File: src/rtl/pcm_il_pkg.sv
package pcm_il_pkg;

  parameter int LANES        = 4;
  parameter int BUSES        = 2;
  parameter int BYTE_W       = 8;
  parameter int TS_PER_FRAME = 32;

  localparam int HALF       = LANES / 2;
  localparam int FRAME_BITS = TS_PER_FRAME * BYTE_W;
  localparam int POS_W      = $clog2(LANES * FRAME_BITS);
  localparam int TS_W       = $clog2(TS_PER_FRAME);
  localparam int LANE_W     = $clog2(LANES);
  localparam int BIT_W      = $clog2(BYTE_W);

  typedef logic [POS_W-1:0]  pos_t;
  typedef logic [TS_W-1:0]   ts_t;
  typedef logic [LANE_W-1:0] lane_t;
  typedef logic [BIT_W-1:0]  bit_t;

  // highest bit position of one bus frame
  function automatic pos_t last_pos(input logic fast);
    if (fast) return pos_t'(LANES * FRAME_BITS - 1);
    return pos_t'(HALF * FRAME_BITS - 1);
  endfunction

  // local lane index owning a bus position
  function automatic lane_t slot_owner(input pos_t pos, input logic fast,
                                       input logic frame);
    int unsigned p;
    p = 32'(pos);
    if (frame) return lane_t'(p / FRAME_BITS);
    if (fast)  return lane_t'((p / BYTE_W) % LANES);
    return lane_t'((p / BYTE_W) % HALF);
  endfunction

  // timeslot carried at a bus position
  function automatic ts_t slot_ts(input pos_t pos, input logic fast,
                                  input logic frame);
    int unsigned p;
    p = 32'(pos);
    if (frame) return ts_t'((p / BYTE_W) % TS_PER_FRAME);
    if (fast)  return ts_t'(p / (BYTE_W * LANES));
    return ts_t'(p / (BYTE_W * HALF));
  endfunction

  // bit number within the slot (0 = MSB sent first)
  function automatic bit_t bit_of(input pos_t pos);
    return bit_t'(32'(pos) % BYTE_W);
  endfunction

  // position of a lane among the lanes of its bus
  function automatic lane_t lane_local(input int idx, input logic fast);
    if (fast) return lane_t'(idx);
    return lane_t'(idx % HALF);
  endfunction

  // bus a lane is attached to
  function automatic logic lane_bus(input int idx, input logic fast);
    if (fast) return 1'b0;
    return (idx / HALF) != 0;
  endfunction

endpackage

File: src/rtl/pcm_il_slot_ctr.sv
module pcm_il_slot_ctr
  import pcm_il_pkg::*;
(
  input  logic clk,
  input  logic rst_n,
  input  logic fsync,
  input  logic cfg_fast,
  output pos_t pos,
  output logic synced
);

  pos_t cnt_q;
  logic seen_q;
  logic at_last;

  always_comb begin
    pos     = fsync ? '0 : cnt_q;
    synced  = fsync | seen_q;
    at_last = (pos == last_pos(cfg_fast));
  end

  always_ff @(posedge clk or negedge rst_n) begin
    if (!rst_n) begin
      cnt_q  <= '0;
      seen_q <= 1'b0;
    end else begin
      seen_q <= synced;
      cnt_q  <= at_last ? '0 : pos + 1'b1;
    end
  end

endmodule

File: src/rtl/pcm_il_lane_tx.sv
module pcm_il_lane_tx
  import pcm_il_pkg::*;
#(
  parameter int LANE_IDX = 0
) (
  input  logic              clk,
  input  logic              rst_n,
  input  logic              cfg_fast,
  input  logic              cfg_frame,
  input  logic              synced,
  input  pos_t              pos,
  input  logic [BYTE_W-1:0] tx_byte,
  output ts_t               tx_ts,
  output logic              slot_en,
  output logic              tx_bit
);

  logic              in_win;
  logic              win_start;
  bit_t              bit_idx;
  logic [BYTE_W-2:0] sh_q;

  always_comb begin
    in_win    = synced &&
                (slot_owner(pos, cfg_fast, cfg_frame) == lane_local(LANE_IDX, cfg_fast));
    bit_idx   = bit_of(pos);
    win_start = in_win && (bit_idx == '0);
    tx_ts     = slot_ts(pos, cfg_fast, cfg_frame);
  end

  always_ff @(posedge clk or negedge rst_n) begin
    if (!rst_n) begin
      slot_en <= 1'b0;
      tx_bit  <= 1'b0;
      sh_q    <= '0;
    end else begin
      slot_en <= in_win;
      if (win_start) begin
        tx_bit <= tx_byte[BYTE_W-1];
        sh_q   <= tx_byte[BYTE_W-2:0];
      end else if (in_win) begin
        tx_bit <= sh_q[BYTE_W-2];
        sh_q   <= {sh_q[BYTE_W-3:0], 1'b0};
      end else begin
        tx_bit <= 1'b0;
      end
    end
  end

endmodule

File: src/rtl/pcm_il_lane_rx.sv
module pcm_il_lane_rx
  import pcm_il_pkg::*;
#(
  parameter int LANE_IDX = 0
) (
  input  logic              clk,
  input  logic              rst_n,
  input  logic              cfg_fast,
  input  logic              cfg_frame,
  input  logic              synced,
  input  pos_t              pos,
  input  logic              rx_bit,
  output logic [BYTE_W-1:0] rx_byte,
  output ts_t               rx_ts,
  output logic              rx_valid
);

  logic              in_win;
  logic              win_d;
  bit_t              bit_d;
  ts_t               ts_d;
  logic              byte_done;
  logic [BYTE_W-2:0] sh_q;

  always_comb begin
    in_win    = synced &&
                (slot_owner(pos, cfg_fast, cfg_frame) == lane_local(LANE_IDX, cfg_fast));
    byte_done = win_d && (bit_d == bit_t'(BYTE_W - 1));
  end

  // position pipeline: bits on the bus lag their position by one clock
  always_ff @(posedge clk or negedge rst_n) begin
    if (!rst_n) begin
      win_d <= 1'b0;
      bit_d <= '0;
      ts_d  <= '0;
    end else begin
      win_d <= in_win;
      bit_d <= bit_of(pos);
      ts_d  <= slot_ts(pos, cfg_fast, cfg_frame);
    end
  end

  always_ff @(posedge clk or negedge rst_n) begin
    if (!rst_n) begin
      sh_q     <= '0;
      rx_byte  <= '0;
      rx_ts    <= '0;
      rx_valid <= 1'b0;
    end else begin
      rx_valid <= byte_done;
      if (win_d) sh_q <= {sh_q[BYTE_W-3:0], rx_bit};
      if (byte_done) begin
        rx_byte <= {sh_q, rx_bit};
        rx_ts   <= ts_d;
      end
    end
  end

endmodule

File: src/rtl/pcm_bus_interleaver.sv
module pcm_bus_interleaver
  import pcm_il_pkg::*;
(
  input  logic                     clk,
  input  logic                     rst_n,
  input  logic                     fsync,
  input  logic                     cfg_fast,
  input  logic                     cfg_frame,
  input  logic [LANES*BYTE_W-1:0]  lane_tx_byte,
  output logic [LANES*TS_W-1:0]    lane_tx_ts,
  output logic [LANES-1:0]         lane_slot_en,
  output logic [BUSES-1:0]         bus_tx,
  input  logic [BUSES-1:0]         bus_rx,
  output logic [LANES*BYTE_W-1:0]  lane_rx_byte,
  output logic [LANES*TS_W-1:0]    lane_rx_ts,
  output logic [LANES-1:0]         lane_rx_valid
);

  pos_t             pos_bus  [BUSES];
  logic [BUSES-1:0] sync_bus;
  logic [LANES-1:0] tx_bit;
  logic [LANES-1:0] rx_in;

  // named timing of bus 0 for the checker
  pos_t bus0_pos;
  logic bus0_synced;
  assign bus0_pos    = pos_bus[0];
  assign bus0_synced = sync_bus[0];

  // one position counter per bus, owned by the bus master lane
  for (genvar b = 0; b < BUSES; b++) begin : g_master
    pcm_il_slot_ctr u_ctr (
      .clk      (clk),
      .rst_n    (rst_n),
      .fsync    (fsync),
      .cfg_fast (cfg_fast),
      .pos      (pos_bus[b]),
      .synced   (sync_bus[b])
    );
  end

  for (genvar l = 0; l < LANES; l++) begin : g_lane
    pos_t lane_pos;
    logic lane_sync;
    assign lane_pos  = cfg_fast ? pos_bus[0]  : pos_bus[l / HALF];
    assign lane_sync = cfg_fast ? sync_bus[0] : sync_bus[l / HALF];
    assign rx_in[l]  = bus_rx[lane_bus(l, cfg_fast)];

    pcm_il_lane_tx #(.LANE_IDX(l)) u_tx (
      .clk       (clk),
      .rst_n     (rst_n),
      .cfg_fast  (cfg_fast),
      .cfg_frame (cfg_frame),
      .synced    (lane_sync),
      .pos       (lane_pos),
      .tx_byte   (lane_tx_byte[l*BYTE_W +: BYTE_W]),
      .tx_ts     (lane_tx_ts[l*TS_W +: TS_W]),
      .slot_en   (lane_slot_en[l]),
      .tx_bit    (tx_bit[l])
    );

    pcm_il_lane_rx #(.LANE_IDX(l)) u_rx (
      .clk       (clk),
      .rst_n     (rst_n),
      .cfg_fast  (cfg_fast),
      .cfg_frame (cfg_frame),
      .synced    (lane_sync),
      .pos       (lane_pos),
      .rx_bit    (rx_in[l]),
      .rx_byte   (lane_rx_byte[l*BYTE_W +: BYTE_W]),
      .rx_ts     (lane_rx_ts[l*TS_W +: TS_W]),
      .rx_valid  (lane_rx_valid[l])
    );
  end

  // each lane's bit is zero outside its window, so the bus is a plain OR
  always_comb begin
    bus_tx = '0;
    for (int l = 0; l < LANES; l++) begin
      if (lane_bus(l, cfg_fast)) bus_tx[1] = bus_tx[1] | tx_bit[l];
      else                       bus_tx[0] = bus_tx[0] | tx_bit[l];
    end
  end

endmodule

File: config.mk
export PLATFORM = sky130hd
export DESIGN_NAME = pcm_bus_interleaver
export DESIGN_NICKNAME = d
export VERILOG_FILES = /design/src/rtl/pcm_il_pkg.sv /design/src/rtl/pcm_il_slot_ctr.sv /design/src/rtl/pcm_il_lane_tx.sv /design/src/rtl/pcm_il_lane_rx.sv /design/src/rtl/pcm_bus_interleaver.sv
export SDC_FILE = /design/constraint.sdc
export NUM_CORES = 1
export LEC_CHECK = 0
export ABC_AREA = 1
export BUFFER_PORTS_ARGS = -buffer_cell sky130_fd_sc_hd__buf_2
export CAP_MARGIN = 20
export CORE_UTILIZATION = 60
export CTS_BUF_LIST = sky130_fd_sc_hd__clkbuf_8
export DETAILED_ROUTE_END_ITERATION = 16
export MAX_ROUTING_LAYER = met4
export PLACE_DENSITY_LB_ADDON = 0.12
export SLEW_MARGIN = 15
export SYNTH_ARGS = -nofsm -noshare
export SYNTH_HDL_FRONTEND = slang
export SYNTH_SLANG_ARGS = --single-unit
export TNS_END_PERCENT = 50
File: constraint.sdc
create_clock -name clk -period 4.7 [get_ports clk]
set_input_delay 0.705 -clock clk [delete_from_list [all_inputs] [get_ports clk]]
set_output_delay 0.705 -clock clk [all_outputs]
set_load 0.02 [all_outputs]
# Yosys cells after proc, flatten, opt, wreduce, memory -nomap -nowiden
# Index checks and enable logic that the tools add are counted.
# W data, S select, Z words.
[totals]
regBits = 158
in_bits = 39
out_inout_bits = 82
wordCells = 140
[op_classes]
addsub = 2
n_lt_le_gt_ge = 2
eq_ne = 8
mux = 66
bitwise = 8
reduce_logical = 18
[ops]
columns = ["op", "n"]
rows = [
  ["$mux W10", 7],
  ["$mux W7", 8],
  ["$mux W5", 8],
  ["$mux W2", 16],
  ["$mux W1", 27],
  ["$add A10 B1 Y10 const B", 2],
  ["$eq A10 B10 Y1", 2],
  ["$logic_and A1 B1 Y1", 12],
  ["$eq A2 B2 Y1", 4],
  ["$or A1 B1 Y1", 8],
  ["$reduce_bool A2 Y1", 4],
  ["$eq A3 B3 Y1 const B", 2],
  ["$logic_not A3 Y1", 2],
  ["$lt A1 B2 Y1 const B", 2],
]

# Depth between registers and ports, before layout
# Gate-level depths: netlist of run 1.
[depth]
ltp_word = 10
mapped_depth = 12
mapped_depth_nobuf = 10

# Hierarchy
# Synthesis of run 1 repeated with hierarchy kept, for this count alone.
[hier_totals]
cells_unflattened = 1073
hier_area_um2 = 8764.7
[by_module_without_submodules]
columns = ["mod", "n_inst", "cells_each", "area_each_um2", "seq_area_each_um2"]
rows = [
  ["pcm_il_lane_rx (g_lane[2].u_rx)", 1, 126, 1183.6, 750.7],
  ["pcm_il_lane_rx (g_lane[0].u_rx)", 1, 127, 1174.9, 750.7],
  ["pcm_il_lane_rx (g_lane[3].u_rx)", 1, 121, 1173.6, 750.7],
  ["pcm_il_lane_rx (g_lane[1].u_rx)", 1, 126, 1172.4, 750.7],
  ["pcm_il_slot_ctr (g_master[0].u_ctr)", 1, 89, 713.2, 275.3],
  ["pcm_il_slot_ctr (g_master[1].u_ctr)", 1, 84, 698.2, 275.3],
  ["pcm_il_lane_tx (g_lane[2].u_tx)", 1, 94, 625.6, 225.2],
  ["pcm_il_lane_tx (g_lane[3].u_tx)", 1, 90, 624.3, 225.2],
  ["pcm_il_lane_tx (g_lane[0].u_tx)", 1, 87, 605.6, 225.2],
  ["pcm_il_lane_tx (g_lane[1].u_tx)", 1, 86, 596.8, 225.2],
  ["pcm_bus_interleaver", 1, 43, 196.4, 0.0],
]

# Worst setup path before layout of run 1
# Ideal clock, no wire load.
[synth_timing]
kind = "input to output"
from = "input port fsync"
to = "output port lane_tx_ts[7]"
arrival_ps = 2044
required_time_ps = 3995
path_slack_ps = 1951
stages = 6
path_buffers = 3
cell_sequence = "buf_6 buf_6 nor2_2 inv_1 o21ai_0 buf_4"
[synth_between]
elab_chain_cells = 5
[synth_rtl]
columns = ["item", "line_no", "text"]
rows = [
  ["start: declaration", "pcm_bus_interleaver.sv:6", "input logic fsync,"],
  ["$mux W10 *", "pcm_il_slot_ctr.sv:17", "pos = fsync ? '0 : cnt_q;"],
  ["$mux W5 (3 in series)", "--", ""],
  ["$mux W5 *", "--", ""],
  ["end: declaration", "pcm_bus_interleaver.sv:10", "output logic [LANES*TS_W-1:0] lane_tx_ts,"],
]
# Every way passes the cells marked *; elsewhere a longest branch is shown, timed or not. The select of a mux whose other input is x is not followed.

# Worst setup path in the final report of run 1
[layout_timing]
from = "input port cfg_fast"
to = "output port lane_tx_ts[11]"
[layout_between]
elab_chain_cells = 5
elab_cells_between_ends = 7
classes_between = "mux (7)"
[layout_rtl]
columns = ["item", "line_no", "text"]
rows = [
  ["start: declaration", "pcm_bus_interleaver.sv:7", "input logic cfg_fast,"],
  ["$mux W10", "pcm_bus_interleaver.sv:45", "assign lane_pos = cfg_fast ? pos_bus[0] : pos_bus[l / HALF];"],
  ["$mux W5", "pcm_il_pkg.sv:41", "if (frame) return ts_t'((p / BYTE_W) % TS_PER_FRAME);"],
  ["$mux W5", "pcm_il_pkg.sv:42", "if (fast) return ts_t'(p / (BYTE_W * LANES));"],
  ["$mux W5", "pcm_il_pkg.sv:43", "return ts_t'(p / (BYTE_W * HALF));"],
  ["$mux W5 *", "pcm_il_pkg.sv:42", ""],
]
# Marked as above.

==> results of run 1 <==
power breakdown:
group | internal [mW] | leakage, nW | switching [mW]
registers | 1.51 | 2.05 | 0.0839
clock network | 0.648 | 0.233 | 0.475
logic | 0.147 | 2.01 | 0.279
total | 2.30 | 4.28 | 0.838
metrics by stage:
| step | cells | hold slack [ns] | util | power (mW) | area (µm²) |
|---|---|---|---|---|---|
| 2_1_floorplan | 783 | 0.409 | - | 1.91 | 6980 |
| 3_3_place_gp | 1004 | 0.452 | 0.658 | 2.03 | 7480 |
| 3_5_place_dp | 1004 | 0.463 | 0.658 | 2.05 | 7480 |
| 4_1_cts | 1036 | 0.340 | 0.698 | 3.17 | 7940 |
| 5_1_grt | 1036 | 0.389 | 0.698 | 3.31 | 7940 |
| 6_report | 1036 | 0.327 | 0.698 | 3.14 | 7940 |
worst max path at each step:
stage / from / to / slack, ns / depth (start not counted)
final: cfg_fast / lane_tx_ts[11] / 1.81 / 6
after global routing: cfg_fast / lane_tx_ts[11] / 1.62 / 6
after CTS: cfg_fast / lane_tx_ts[11] / 1.85 / 6
after detailed placement: cfg_fast / lane_tx_ts[11] / 1.85 / 6
after global placement: cfg_fast / lane_tx_ts[11] / 1.87 / 6
after floorplan: fsync / lane_tx_ts[7] / 1.95 / 6
state kept, by name, summed over array words and instances, names as in the netlist:
signal and count:
g_lane.u_rx.rx_ts 20, g_lane.u_tx.tx_bit 4, g_lane.u_rx.ts_d 10, g_master.u_ctr.cnt_q 20, g_lane.u_rx.rx_valid 4, g_lane.u_tx.slot_en 2
g_lane.u_rx.rx_byte 32, g_lane.u_rx.win_d 2, g_master.u_ctr.seen_q 2, g_lane.u_rx.sh_q 28, g_lane.u_tx.sh_q 28, g_lane.u_rx.bit_d 6
cell usage in the layout (no fill, tap or decap), drive strengths merged, types with 4 or more instances in the layout:
| cell type | instances |
|---|---|
| a21oi | 4 |
| nand3 | 30 |
| a31oi | 4 |
| nor2 | 54 |
| clkbuf | 22 |
| nand2 | 258 |
| mux2i | 12 |
| xor2 | 11 |
| nand4 | 4 |
| buf | 122 |
| bufinv | 4 |
| dfrtp | 158 |
| inv | 90 |
| o21ai | 106 |
final cells by class:
type                    count  area (µm²)  share of cell area
flip-flops and latches    158        3950               0.498
multi-input cells         493        2390               0.301
well taps                 143         179              0.0225
clock inverters            10         158              0.0199
repair buffers            122         622              0.0783
inverters                  88         333              0.0419
clock buffers              22         303              0.0381
metal layers:
| metal | wire (µm) | up-vias |
|---|---|---|
| met4 | 242 | 0 |
| li1 | - | 2623 |
| met1 | 6550 | 2453 |
| met5 | 0 | - |
| met3 | 649 | 20 |
| met2 | 6540 | 164 |
worst max-delay path, delay by kind of cell:
family                 cells  cell delay, ns
and+or+nand+nor            1            0.06
buffers and inverters      3            0.83
AOI/OAI and AO/OA          2            0.56
kinds of logic after synthesis:
logic type	count (synthesis)	synth area share
XOR/XNOR	13	0.0163
AO/OA/AOI/OAI	116	0.0908
adder cells (fa/ha/maj)	3	0.00538
AND/OR/NAND/NOR	349	0.213
buffers and inverters	132	0.0902
flip-flops	158	0.567
multiplexers	12	0.0172
==> impl_metrics.yaml, run 1 <==
setup_path:
  r2r_end: "g_master[1].u_ctr.cnt_q[7]"
  crit_path_start_kind: "input port"
  path_common_cell: "buf_2"
  regToRegSetupSlack_ns: 2.77
  path_cells: "buf_2, inv_2, o21ai_0, nor2_1, a31oi_1, buf_2"
  cp_max_fo: 23
  worst-setup-path-type: "in -> out"
  critPathRequiredTime_ns: 3.99
  r2r-start: "g_master[1].u_ctr.cnt_q[0]"
  arrival_ns: 2.18
  worstRegToRegCells: 8
  cp_slowest_cell: "buf_2"
  cp-end-kind: "output port"
  critPathMaxStageDelay_ns: 0.34
global_routing:
  grt_util_met2: 0.386
  antenna_found_initial: 0
  grt_max_degree: 93
  grt_pass1_wl_um: 22700
  grt_pass1_vias: 4745
  gr-usage-met3: 0.0439
  busiest_layer: "met2"
  grt_util_met1: 0.353
  grt_usage: 0.258
  grt_remaining_overflow: 0
yosys:
  synth_common_cells: "242 x nand2_1, 158 x dfrtp_1, 97 x o21ai_0"
  syn_avg_cell_area_um2: 8.91
  async_reset_ff_frac: 1.00
  synth_top_cells_by_area: "dfrtp_1 57%, nand2_1 13%, o21ai_0 7.0%"
  ys.warnings.count: 0
  synth_edf_count: 0
  ys.flop_type: "dfrtp_1"
  ys_seq_area_frac: 0.567
  syn-num-nets: 825
  synth.distinct_cells: 32
  syn_inst: 783
  synth.largest_area_cell: "dfrtp_1"
  ys_ff_latch: 158
  syn_area_um2: 6980
  synth_top_area_frac: 0.567
  yosysMostFrequentCell: "nand2_1"
timing:
  fin_crit_sh: 0.614
  rsz0062_at_grt: "false"
  slew_violations: 0
  finalSetupViolCount: 0
  finClkSkew_ns: 0.00861
  finalSetupTns_ns: 0
  worst_slew_pin_slew_ns: 0.800
  min_period_ns: 2.89
  max_freq_mhz: 346
  finalHoldViolCount: 0
  relSlewSlack: 0.467
  fin_ws_ns: 1.81
status:
  status: "complete, no violations"
floorplan:
  core_area_um2: 11400
  dieArea_um2: 12100
  boundaryPins: 121
  die_w_um: 110
  die_height_um: 110
  std_cell_rows: 39
  initial_core_util: 0.614
routing:
  drc: 0
  drtPass1Iterations: 5
  wl_per_cell_um: 13.5
  drtIter0Drc: 368
  viasPerCell: 5.08
  wirelength_um: 14000
  vias: 5260
  antenna_left: 0
power:
  leakage_nw: 4.28
  ir_drop_uv: 259
  powerDensity_nw_per_um2: 396
placed_design:
  dp_slack_ns: 1.85
  gp_congestion: 0.882
  io_buffers: 120
  hpwl_um: 10100
clock_tree:
  post_cts_buffers: 0
  ctsResizeCount: 0
  cts_tree: "done"
  cts_htree_levels: 4
  cts_buffer_depth: 2
  worstSkewPairLatency_ns: 0.45
  clkSinkCount: 158
  clkTransAtPathRegs_ns: 0.08
  cts_root_buf: "clkbuf_8"
  cts_hold_buf: 0
  cts_buffers: 17
flow_run:
  drv_cap: 0
final_layout:
  fill_cells: 921
  drive_gt1_frac: 0.218
  syn_to_final_growth_pct: 13.8
  num_antenna_cells: 0
  finalNetCount: 922
hold_path:
  hold_class: "in -> async"
Power figures use the tool's default switching activity.
==> run 2, diff against run 1 <==
CORE_UTILIZATION = 52   (was 60)
clock period = 2.6 ns   (was 4.7 ns; I/O delays follow)
==> run 2 against run 1 <==
Clock skew grew 0.0011 ns. Global-route usage is 3.3 points lower. Critical path type is now reg -> out. Utilization down 7.2 points. Largest cell class unchanged. Highest routed layer unchanged.
==> impl_metrics.yaml, run 2 (synthesized netlist as in run 1, its figures left out) <==
status:
  status: "complete, no violations"
setup_path:
  critPathMaxStageDelay_ns: 0.38
  critPathRequiredTime_ns: 2.21
  cp-end-kind: "output port"
  worst-path-buf-inv: 2
  cp_slowest_cell: "dfrtp_1"
  arrival_ns: 1.85
  worst-setup-path-type: "reg -> out"
  path_cells: "inv_1, nor2_1, nand2_1, nand2_1, nor2_1, a31oi_1, buf_2"
  cp_top_family: "simple AND/OR/NAND/NOR gates"
  crit_path_start_kind: "register"
  cp_max_fo: 3
floorplan:
  initial_core_util: 0.544
  core_area_um2: 12800
  die_height_um: 118
  boundaryPins: 121
  die_w_um: 118
  std_cell_rows: 41
  dieArea_um2: 13900
timing:
  worst_hold_slack_ns: 0.142
  slew_violations: 0
  finClkSkew_ns: 0.00970
  min_period_ns: 2.24
  fin_ws_ns: 0.363
  worst_slew_pin_slew_ns: 0.767
  rsz0062_at_grt: "false"
  finalHoldViolCount: 0
  fin_crit_sh: 0.860
  finalSetupViolCount: 0
  max_freq_mhz: 447
  relSlewSlack: 0.487
  finalSetupTns_ns: 0
final_layout:
  top_register: "g_lane.u_rx.rx_byte"
  finalNetCount: 928
  syn_to_final_growth_pct: 15.1
  layout_commonest_cell: "nand2_1"
  num_antenna_cells: 0
  fill_cells: 1133
  finalNonFillerCells: 1071
  drive_gt1_frac: 0.221
  final_cell_mix: "242 x nand2_1, 158 x dfrtp_1, 119 x buf_2, 97 x o21ai_0, 85 x inv_1"
  reg_top3: "g_lane.u_rx.rx_byte (32), g_lane.u_rx.sh_q (28), g_lane.u_tx.sh_q (28)"
  largest_reg_flops: 32
global_routing:
  gr-usage-met3: 0.0436
  grt_max_degree: 70
  grt_util_met2: 0.342
  antenna_found_initial: 0
  grt_util_met1: 0.296
  grt_usage: 0.225
  grt_pass1_wl_um: 24000
  grt_remaining_overflow: 0
  grt_pass1_vias: 4981
  busiest_layer: "met2"
clock_tree:
  cts_root_buf: "clkbuf_8"
  cts_hold_buf: 1
  cts_buffer_depth: 2
  cts_buffers: 17
  clkSinkCount: 158
  ctsResizeCount: 0
  worstSkewPairLatency_ns: 0.44
  post_cts_buffers: 0
  clkTransAtPathRegs_ns: 0.08
  cts_htree_levels: 4
  cts_tree: "done"
hold_path:
  hold_class: "in -> reg"
routing:
  vias: 5216
  wirelength_um: 14100
  drtIter0Drc: 281
  drc: 0
  viasPerCell: 4.87
  drtPass1Iterations: 7
  wl_per_cell_um: 13.2
  antenna_left: 0
power:
  power_frac_comb: 0.137
  ir_drop_uv: 315
  leakage_nw: 4.32
  intPower_mw: 4.15
  powerDensity_nw_per_um2: 704
  finalPower_mw: 5.65
  switchingPower_mw: 1.51
  netSwitchingFraction: 0.267
  p_clk_frac: 0.353
  pwr-share-seq: 0.510
placed_design:
  dp.cells: 1038
  dp_slack_ns: 0.397
  gp_congestion: 0.972
  io_buffers: 120
  hpwl_um: 10100
flow_run:
  drv_cap: 0
-- run 2: cell types whose count changed in the layout (fill, tap and decap cells not counted) --
cell,change
buf_4,+4
buf_12,+1
clkbuf_8,-1
clkinv_4,+1
clkinvlp_4,-1
dlygate4sd3_1,+1
inv_1,+1
-- run 2: layer usage --
layer | vias up | part of all wire
li1 | 2636 | -
met1 | 2430 | 0.46
met2 | 125 | 0.47
met3 | 25 | 0.043
met4 | 0 | 0.020
met5 | - | 0
-- run 2: tightest hold or removal path, delay by kind of cell --
family,cells,cell delay [ns]
buffers and inverters,1,0.07
AND/OR/NAND/NOR,2,0.09
-- run 2: path summary, 6_finish.rpt --
path	from	to	slack (ns)	cells past startpoint
max	g_master[1].u_ctr.cnt_q[6]	lane_tx_ts[13]	0.36	7
max reg2reg	g_master[0].u_ctr.cnt_q[0]	g_lane[1].u_tx.sh_q[1]	0.81	7
max in group asynchronous	rst_n	g_lane[2].u_rx.bit_d[1]	1.37	3
min in group asynchronous	rst_n	g_lane[1].u_rx.rx_byte[4]	0.51	2
min	lane_tx_byte[8]	g_lane[1].u_tx.sh_q[0]	0.14	3
min reg2reg	g_lane[3].u_rx.rx_byte[1]	g_lane[3].u_rx.rx_byte[1]	0.47	2
-- run 2: power groups by stage --
stage | combinational (mW) | sequential [mW] | clock (mW)
after floorplan | 0.481 | 2.96 | 0
after global placement | 0.762 | 2.92 | 0
after detailed placement | 0.784 | 2.93 | 0
after CTS | 0.791 | 2.88 | 2.05
after global routing | 0.885 | 2.91 | 2.15
final | 0.776 | 2.88 | 1.99
-- run 2: stage by stage --
step           cell area, µm²  utilization
2_1_floorplan            6980            -
3_3_place_gp             7570        0.590
3_5_place_dp             7570        0.590
4_1_cts                  8030        0.626
5_1_grt                  8030        0.626
6_report                 8030        0.626
-- run 2: final cells by class --
cell class	count	area [µm²]	area share
Clock inverter	11	163	0.0203
Inverter	88	333	0.0415
Tap cell	172	215	0.0268
Multi-Input combinational cell	493	2390	0.298
Sequential cell	158	3950	0.493
Timing Repair Buffer	128	682	0.0849
Clock buffer	21	289	0.0360
